$ cat config.mk
export PLATFORM = sky130hd
export DESIGN_NAME = duo_grant_arbiter
export DESIGN_NICKNAME = d
export VERILOG_FILES = /design/src/rtl/duo_arb_pkg.sv /design/src/rtl/duo_arb_sync.sv /design/src/rtl/duo_arb_fsm.sv /design/src/rtl/duo_grant_arbiter.sv
export SDC_FILE = /design/constraint.sdc
export NUM_CORES = 1
export LEC_CHECK = 0
export CAP_MARGIN = 20
export CELL_PAD_IN_SITES_DETAIL_PLACEMENT = 1
export CELL_PAD_IN_SITES_GLOBAL_PLACEMENT = 1
export CORE_AREA = 2 2 39 41
export CTS_BUF_LIST = sky130_fd_sc_hd__clkbuf_4
export CTS_CLUSTER_DIAMETER = 200
export DETAILED_ROUTE_END_ITERATION = 12
export DIE_AREA = 0 0 41 43
export GPL_ROUTABILITY_DRIVEN = 0
export PLACE_DENSITY_LB_ADDON = 0.08
export REMOVE_ABC_BUFFERS = 1
export SLEW_MARGIN = 10
export SYNTH_ARGS = -nofsm -noshare
export SYNTH_HDL_FRONTEND = slang
export SYNTH_SLANG_ARGS = --single-unit
$ cat constraint.sdc
create_clock -name clk -period 0.8 [get_ports clk]
set_input_delay 0.12 -clock clk [delete_from_list [all_inputs] [get_ports clk]]
set_output_delay 0.12 -clock clk [all_outputs]
set_load 0.03 [all_outputs]
$ cat src/rtl/duo_arb_pkg.sv
package duo_arb_pkg;

  typedef enum logic [1:0] {
    ST_IDLE  = 2'b00,
    ST_OWN1  = 2'b01,
    ST_XFER  = 2'b11,
    ST_OWN2  = 2'b10
  } arb_state_t;

  // Number of differing bits between two state codes.
  function automatic int unsigned code_distance(input logic [1:0] a, input logic [1:0] b);
    return $countones(a ^ b);
  endfunction

endpackage

$ cat src/rtl/duo_arb_sync.sv
module duo_arb_sync #(
  parameter int STAGES = 2
) (
  input  logic clk,
  input  logic rst,
  input  logic d,
  output logic q
);
  logic [STAGES-1:0] chain_q;

  always_ff @(posedge clk) begin
    if (rst) chain_q <= '0;
    else     chain_q <= {chain_q[STAGES-2:0], d};
  end

  assign q = chain_q[STAGES-1];
endmodule

$ cat src/rtl/duo_arb_fsm.sv
module duo_arb_fsm
  import duo_arb_pkg::*;
(
  input  logic clk,
  input  logic rst,
  input  logic want1,
  input  logic want2,
  output logic grant1,
  output logic grant2
);
  arb_state_t st_q, st_d;
  logic       dest2_q, dest2_d;   // handover destination: 1 = client 2

  // named events for the assertions
  logic leave1, leave2, in_idle;

  assign in_idle = (st_q == ST_IDLE);
  assign leave1  = (st_q == ST_OWN1) && !want1;
  assign leave2  = (st_q == ST_OWN2) && !want2;

  always_comb begin
    st_d    = st_q;
    dest2_d = dest2_q;
    unique case (st_q)
      ST_IDLE: begin
        if (want1)      st_d = ST_OWN1;
        else if (want2) st_d = ST_OWN2;
      end
      ST_OWN1: begin
        if (leave1) begin
          if (want2) begin st_d = ST_XFER; dest2_d = 1'b1; end
          else          st_d = ST_IDLE;
        end
      end
      ST_OWN2: begin
        if (leave2) begin
          if (want1) begin st_d = ST_XFER; dest2_d = 1'b0; end
          else          st_d = ST_IDLE;
        end
      end
      ST_XFER: st_d = dest2_q ? ST_OWN2 : ST_OWN1;
      default: st_d = ST_IDLE;
    endcase
  end

  always_ff @(posedge clk) begin
    if (rst) begin
      st_q    <= ST_IDLE;
      dest2_q <= 1'b0;
    end else begin
      st_q    <= st_d;
      dest2_q <= dest2_d;
    end
  end

  assign grant1 = (st_q == ST_OWN1) && want1;
  assign grant2 = (st_q == ST_OWN2) && want2;

  p_mutex_r2: assert property (@(posedge clk) disable iff (rst)
    !(grant1 && grant2));

  p_keep1_r5: assert property (@(posedge clk) disable iff (rst)
    $fell(grant1) |-> !want1);

  p_keep2_r5: assert property (@(posedge clk) disable iff (rst)
    $fell(grant2) |-> !want2);

  p_prio_r4: assert property (@(posedge clk) disable iff (rst)
    (in_idle && want1 && want2) |=> (st_q == ST_OWN1));

  p_onebit_r7: assert property (@(posedge clk) disable iff (rst)
    (st_q != $past(st_q)) |-> (code_distance(st_q, $past(st_q)) == 1));

  p_xfer12_r7: assert property (@(posedge clk) disable iff (rst)
    (leave1 && want2) |=> (st_q == ST_XFER) ##1 (st_q == ST_OWN2));

  p_xfer21_r7: assert property (@(posedge clk) disable iff (rst)
    (leave2 && want1) |=> (st_q == ST_XFER) ##1 (st_q == ST_OWN1));
endmodule

$ cat src/rtl/duo_grant_arbiter.sv
module duo_grant_arbiter #(
  parameter int SYNC_STAGES = 2
) (
  input  logic clk,
  input  logic rst,
  input  logic req1,
  input  logic req2,
  output logic gnt1,
  output logic gnt2
);
  localparam int CLIENTS = 2;

  logic [CLIENTS-1:0] req_raw, req_sync;

  assign req_raw = {req2, req1};

  for (genvar i = 0; i < CLIENTS; i++) begin : g_sync
    duo_arb_sync #(.STAGES(SYNC_STAGES)) u_sync (
      .clk (clk),
      .rst (rst),
      .d   (req_raw[i]),
      .q   (req_sync[i])
    );
  end

  duo_arb_fsm u_fsm (
    .clk    (clk),
    .rst    (rst),
    .want1  (req_sync[0]),
    .want2  (req_sync[1]),
    .grant1 (gnt1),
    .grant2 (gnt2)
  );
endmodule

==> metrics.cfg, run 1 <==
[status]
status=finished with violations
violations=negative setup slack

[setup_path]
path_buf_inv=1
crit_path_start_kind=flop
end_kind=output pin
crit_type=flop to output pin
reg2reg_from=g_sync[0].u_sync.chain_q[1]
max_stage_delay_ns=0.35
path_cells=and3b_2, buf_6
r2r_end=u_fsm.st_q[1]
crit_path_end=gnt2
cp_max_fo=4
worstPathRequired_ns=0.68
cpLargestDelayFamily=flip-flops
cpMaxStageDelayCell=dfxtp_4
reg2reg_slack_ns=-0.15
cp.depth=2
crit_start=u_fsm.st_q[0]
crit_arrival_ns=0.95
reg2reg_depth=4

[global_routing]
grt.overflow.total=0
grt.total_usage_pct=8.66
grt_pass1_wl_um=945
grt_max_degree=8
antenna_found_initial=0
grt_pass1_vias=234

[drt]
post-route-drc-count=0
routed_wirelength_um=538
drt-wirelength-per-cell_um=9.28
ant_nets=0
drt_iter0_markers=0
dr_total_vias=232
via_per_inst=4.00
drt-pass1-iter-count=1

[clock_network]
cts.sinks=7
cts_buffers=3
cts_root_buffer=clkbuf_4
clk_pin_slew_worst_paths_ns=0.05
htree_levels=1
cts_tree=built
clk_latency_ns=0.25
clockBufferDepth=2
ctsHoldBuffers=0

[synth]
ys_ff_latch=7
yosys_warnings=0
netlist_area_sq_um=263
synth-seq-area-share_pct=53.3
syn_area_per_cell_sq_um=9.06
syn_inst=29
ys_async_sr_fraction_pct=0
synth_edf_count=0
synth_cell_types=14
synthFlopType=dfxtp_1

[timing]
setup_viol=5
slew_viol_final=0
skew_ns=0.00209
timing.final.crit_share_pct=134
hold_viol=0
fmax_mhz=936
period_minus_slack_ns=1.07
tightestPinTransition_ns=0.248
rsz0062_at_grt=true
tns_ns=-0.929
slew_headroom_pct=83.4
fin_ws_ns=-0.268

[pwr]
vdd_drop_max_mv=0.544
p_leak_nw=0.161
p_per_area_nw_per_um2=1910

[layout]
drive_gt1_share_pct=38.1
multi_input_area_sq_um=121
fillerInstances=159
insertedDiodeCount=0
final_core_util_pct=29.4
final_nets=47
area_delta_synth_final_pct=54.8
regArea_sq_um=153

[run]
cap_viol_max_count=0

[placement]
portBuffers=5

[die]
fp-row-count=14
die_width_um=41
start_util_pct=19.0
core_area_sq_um=1380
die_h_um=43
dieArea_sq_um=1760
ioPinCount=6

[hold_path]
hold_class=primary input to flop

layout make-up:
type                       instances  area share, %
timing repair buffer               9           19.4
inverter                           1          0.923
clock buffer                       4           7.38
tap                               16           4.92
multi-input combinational         21           29.8
sequential                         7           37.5
state kept, by name, indices dropped and copies added, names as in the netlist:
register	cells
g_sync.u_sync.chain_q	4
u_fsm.dest2_q	1
u_fsm.st_q	2
worst register-to-register path: cells and delay by family (launching register included):
family | cells | cell delay (ns)
and+or+nand+nor | 2 | 0.23
DFF | 1 | 0.34
buffers and inverters | 2 | 0.27
timing repair:
item | in CTS | in global routing
pin swaps | 1 | 0
gates resized for setup | 9 | 1
setup buffers | 1 | 2
setup endpoints to repair | 5 | 5
cells in the final DEF (no fill, tap or decap):
cell / Yosys / final
o21ai_1: 0 / 1
buf_6: 0 / 1
nand3b_1: 1 / 1
nor3_1: 2 / 2
a31oi_1: 1 / 1
a31o_1: 1 / 1
clkdlybuf4s50_1: 0 / 3
buf_4: 0 / 5
nor2b_1: 5 / 5
dfxtp_4: 0 / 3
a21oi_1: 2 / 2
dfxtp_2: 0 / 1
and3b_2: 1 / 1
nor2_2: 0 / 1
nor2_1: 3 / 2
or2_1: 1 / 1
clkbuf_4: 0 / 4
inv_1: 1 / 1
nand2_1: 2 / 2
dfxtp_1: 7 / 3
nand3_1: 1 / 1
Yosys cell counts, types with 2 or more instances:
master	instances	share of area (%)
a21oi_1	2	3.8
nand2_1	2	2.9
nor2b_1	5	12
dfxtp_1	7	53
nor3_1	2	3.8
nor2_1	3	4.3
how the worst min path moves through the flow:
stage          cells after the start  slack, ns                        start                           to
2_1_floorplan                      1       0.19                          rst                u_fsm.dest2_q
3_3_place_gp                       1       0.43  g_sync[1].u_sync.chain_q[0]  g_sync[1].u_sync.chain_q[1]
3_5_place_dp                       1       0.43  g_sync[1].u_sync.chain_q[0]  g_sync[1].u_sync.chain_q[1]
4_1_cts                            2       0.42                         req1  g_sync[0].u_sync.chain_q[0]
5_1_grt                            2       0.44                         req1  g_sync[0].u_sync.chain_q[0]
6_report                           2       0.43                         req1  g_sync[0].u_sync.chain_q[0]
logic make-up after synthesis:
| group | synth area share [%] |
|---|---|
| AOI/OAI and AO/OA | 11.4 |
| buffers and inverters | 1.43 |
| DFF | 53.3 |
| and+or+nand+nor | 33.8 |
metrics by stage:
step	instances	area, sq um	hold slack [ns]	total power [W]	setup slack (ns)
6_report	58	407	0.429	0.000775	-0.268
5_1_grt	58	407	0.441	0.000840	-0.305
3_3_place_gp	51	335	0.429	0.000432	-0.130
3_5_place_dp	51	335	0.434	0.000432	-0.176
4_1_cts	56	389	0.416	0.000797	-0.283
2_1_floorplan	29	263	0.189	0.000403	-0.182
per-layer routing:
layer	vias to the layer above	wire (um)	global-route usage (%)
li1	124	-	-
met1	102	235	8.12
met2	6	278	12.5
met3	0	23	3.14
met4	0	0	10.0
met5	-	0	0
where the power goes:
part	internal [W]	switching (W)	total (W)	leakage [nW]
registers	0.000357	0.00000973	0.000367	0.0600
clock network	0.000224	0.000122	0.000345	0.0184
logic	0.0000379	0.0000243	0.0000622	0.0822
No activity file was read; power rests on OpenSTA's default activity.
==> inputs of run 2 (changes only) <==
--- a/config.mk
+++ b/config.mk
@@ -15,7 +15,6 @@
 export DIE_AREA = 0 0 41 43
 export GPL_ROUTABILITY_DRIVEN = 0
 export PLACE_DENSITY_LB_ADDON = 0.08
-export REMOVE_ABC_BUFFERS = 1
 export SLEW_MARGIN = 10
 export SYNTH_ARGS = -nofsm -noshare
 export SYNTH_HDL_FRONTEND = slang
==> metrics.cfg, run 2 (synthesis gave the netlist of run 1 again) <==
[drt]
via_per_inst=4.28
dr_total_vias=248
routed_wirelength_um=618
drt-wirelength-per-cell_um=10.7
drt_iter0_markers=0
drt-pass1-iter-count=1
post-route-drc-count=0
ant_nets=0

[global_routing]
antenna_found_initial=0
grt.overflow.total=0
grt_pass1_wl_mm=1.15
grt.total_usage_pct=10.3
grt_pass1_vias=295
grt_max_degree=8

[placement]
post-place-ws_ns=-0.159
portBuffers=5

[timing]
period_minus_slack_ns=1.07
setup_viol=5
tightestPinTransition_ns=0.243
hold_viol=0
rsz0062_at_grt=true
slew_headroom_pct=83.8
timing.final.crit_share_pct=134
slew_viol_final=0
fmax_mhz=934
fin_ws_ns=-0.270
skew_ns=0.00188

[pwr]
p_leak_nw=0.165
vdd_drop_max_mv=0.807
p_per_area_nw_per_um2=1790
p_total_w=0.000783

[die]
die_h_um=43
ioPinCount=6
core_area_sq_um=1380
start_util_pct=19.0
fp-row-count=14
die_width_um=41
dieArea_sq_um=1760

[setup_path]
crit_arrival_ns=0.95
cpLargestDelayFamily=flip-flops
max_stage_delay_ns=0.35
path_cells=and3b_2, buf_6
end_kind=output pin
cpMaxStageDelayCell=dfxtp_4
crit_path_start_kind=flop
cp_max_fo=4
path_buf_inv=1
worstPathRequired_ns=0.68
crit_type=flop to output pin

[status]
status=finished with violations
violations=negative setup slack

[clock_network]
clockBufferDepth=2
cts_buffers=3
clk_latency_ns=0.24
htree_levels=1
clk_pin_slew_worst_paths_ns=0.05
cts_tree=built
cts.sinks=7
ctsHoldBuffers=0
cts_root_buffer=clkbuf_4

[layout]
regMostFlops=g_sync.u_sync.chain_q
largest_register_ffs=4
drive_gt1_share_pct=40.5
area_delta_synth_final_pct=66.2
layout_common_cells=nor2b_1, buf_6, clkbuf_4, dfxtp_4
top_regs=g_sync.u_sync.chain_q: 4 flops, u_fsm.st_q: 2 flops, u_fsm.dest2_q: 1 flops
insertedDiodeCount=0
final_nets=47

[synth]
synth_nets=33

[run]
cap_viol_max_count=0

[hold_path]
hold_class=primary input to flop

-- run 2: cell counts in the layout (fill, tap and decap cells not counted) --
No cell type changed its count.
-- run 2: area by class of cell --
type | instances | area, sq um
Clock buffer | 4 | 30.0
Fill cell | 163 | 947
Inverter | 1 | 3.75
Multi-Input combinational cell | 21 | 134
Sequential cell | 7 | 155
Tap cell | 16 | 20.0
Timing Repair Buffer | 9 | 93.8
-- run 2: layer usage --
metal / routed length [um] / vias to the layer above / global-route usage (%)
met5: 0 / - / 0
met1: 221 / 112 / 9.39
met2: 333 / 8 / 15.9
li1: - / 124 / -
met3: 38 / 4 / 2.09
met4: 25 / 0 / 12.0
-- run 2: stage by stage --
| step | instance area [sq um] | util, % | hold slack, ns | setup TNS (ns) | cells |
|---|---|---|---|---|---|
| global placement | 340 | 24.6 | 0.426 | -0.860 | 50 |
| finish | 437 | 31.6 | 0.432 | -0.850 | 58 |
| CTS | 429 | 31.0 | 0.418 | -1.14 | 58 |
| detailed placement | 340 | 24.6 | 0.433 | -1.01 | 50 |
| global route | 437 | 31.6 | 0.452 | -1.10 | 58 |
| floorplan | 275 | - | 0.182 | 0 | 29 |
-- run 2: where the power goes --
part,total [W],internal [W],switching [W]
Clock,0.000345,0.000224,0.000121
Combinational,0.0000735,0.0000433,0.0000302
Sequential,0.000364,0.000355,0.00000886
Total,0.000783,0.000622,0.000160
-- run 2: final timing paths --
kind	start	end	slack, ns	cells after the start
min reg2reg	g_sync[1].u_sync.chain_q[0]	g_sync[1].u_sync.chain_q[1]	0.44	1
min	req2	g_sync[1].u_sync.chain_q[0]	0.43	2
max	u_fsm.st_q[0]	gnt2	-0.27	2
max reg2reg	u_fsm.st_q[0]	u_fsm.st_q[0]	-0.16	4
-- run 2: what timing repair did --
item	in CTS	in global routing
resized for setup	10	3
setup buffers	4	1
endpoints found under the setup margin	5	5
pin swaps	2	6
==> inputs of run 3 (changes only) <==
--- a/config.mk
+++ b/config.mk
@@ -14,7 +14,7 @@
 export DETAILED_ROUTE_END_ITERATION = 12
 export DIE_AREA = 0 0 41 43
 export GPL_ROUTABILITY_DRIVEN = 0
-export PLACE_DENSITY_LB_ADDON = 0.08
+export PLACE_DENSITY = 0.51
 export SLEW_MARGIN = 10
 export SYNTH_ARGS = -nofsm -noshare
 export SYNTH_HDL_FRONTEND = slang
==> metrics.cfg, run 3 (synthesis gave the netlist of run 1 again) <==
[die]
start_util_pct=19.0
die_width_um=41
fp-row-count=14
core_area_sq_um=1380
die_h_um=43
ioPinCount=6
dieArea_sq_um=1760

[drt]
ant_nets=0
via_per_inst=4.19
drt_iter0_markers=1
drt-wirelength-per-cell_um=9.65
drt-pass1-iter-count=2
dr_total_vias=239
post-route-drc-count=0
routed_wirelength_um=550

[clock_network]
clk_latency_ns=0.25
cts_root_buffer=clkbuf_4
clockBufferDepth=2
ctsHoldBuffers=0
cts.sinks=7
cts_tree=built
htree_levels=1
cts_buffers=3
clk_pin_slew_worst_paths_ns=0.05

[status]
status=finished with violations
violations=negative setup slack

[setup_path]
worstPathRequired_ns=0.68
end_kind=output pin
cp_max_fo=4
crit_arrival_ns=0.95
crit_path_start_kind=flop
crit_type=flop to output pin
path_cells=and3b_2, buf_6
reg2reg_slack_ns=-0.14
max_stage_delay_ns=0.35
cpMaxStageDelayCell=dfxtp_4

[timing]
slew_headroom_pct=83.8
slew_viol_final=0
hold_viol=0
fin_ws_ns=-0.265
skew_ns=0.00142
tightestPinTransition_ns=0.242
timing.final.crit_share_pct=133
tns_ns=-0.814
setup_viol=5
fmax_mhz=939
period_minus_slack_ns=1.07
holdWs_ns=0.429
rsz0062_at_grt=true

[placement]
post-place-ws_ns=-0.143
dpl.hpwl_um=360
portBuffers=5

[pwr]
p_leak_nw=0.157
vdd_drop_max_mv=0.535
p_total_w=0.000776
p_per_area_nw_per_um2=1870

[global_routing]
antenna_found_initial=0
grt.overflow.total=0
grt_pass1_vias=231
grt_pass1_wl_um=945
grt.total_usage_pct=8.34
grt_max_degree=8

[layout]
layout_commonest_cell=nor2b_1
fillerInstances=167
insertedDiodeCount=0
drive_gt1_share_pct=39.0
final_nets=46
top_regs=g_sync.u_sync.chain_q: 4 flops, u_fsm.st_q: 2 flops, u_fsm.dest2_q: 1 flops
area_delta_synth_final_pct=57.6
layout_common_cells=nor2b_1, clkbuf_4
largest_register_ffs=4
regMostFlops=g_sync.u_sync.chain_q

[run]
cap_viol_max_count=0

[hold_path]
hold_class=primary input to flop

[synth]
synth_nets=33

-- run 3: worst max-delay path: cells and delay by family (launching register included) --
kind / cells / cell delay, ns
flip-flops: 1 / 0.35
AND/OR/NAND/NOR: 1 / 0.23
buffers and inverters: 1 / 0.12
-- run 3: cell type report --
class                   count  area [sq um]  area share [%]
inverters                   1          3.75           0.906
repair buffers              8          78.8            19.0
well taps                  16          20.0            4.83
flip-flops and latches      7           153            36.9
multi-input cells          21           129            31.1
clock buffers               4          30.0            7.25
-- run 3: metal layers --
metal | global-route usage, % | vias up | wire length (um)
met2 | 11.9 | 6 | 296
li1 | - | 121 | -
met5 | 0 | - | 0
met3 | 1.57 | 0 | 31
met1 | 8.71 | 112 | 222
met4 | 10.0 | 0 | 0
-- run 3: power by group --
part | total, W | switching, W | leakage [nW] | internal [W]
combinational | 0.0000630 | 0.0000262 | 0.0782 | 0.0000368
clock | 0.000346 | 0.000122 | 0.0184 | 0.000224
sequential | 0.000367 | 0.00000961 | 0.0600 | 0.000358
-- run 3: metrics by stage --
stage | std cells | instance area (sq um) | util, %
after floorplan | 29 | 275 | -
after global placement | 50 | 340 | 24.6
after detailed placement | 50 | 340 | 24.6
after CTS | 57 | 414 | 29.9
after global routing | 57 | 414 | 29.9
final | 57 | 414 | 29.9
-- run 3: worst paths after layout --
path                          startpoint                          end  cells after the start
min reg2reg  g_sync[0].u_sync.chain_q[0]  g_sync[0].u_sync.chain_q[1]                      1
min                                 req2  g_sync[1].u_sync.chain_q[0]                      2
max                        u_fsm.st_q[0]                         gnt2                      2
max reg2reg                u_fsm.st_q[0]                u_fsm.dest2_q                      4
-- run 3: timing repair --
| action | in CTS | in global routing |
|---|---|---|
| setup endpoints to repair | 5 | 5 |
| pin swaps | 2 | 0 |
| cloned | 0 | 0 |
| buffers inserted | 3 | 0 |
| gates resized for setup | 8 | 0 |
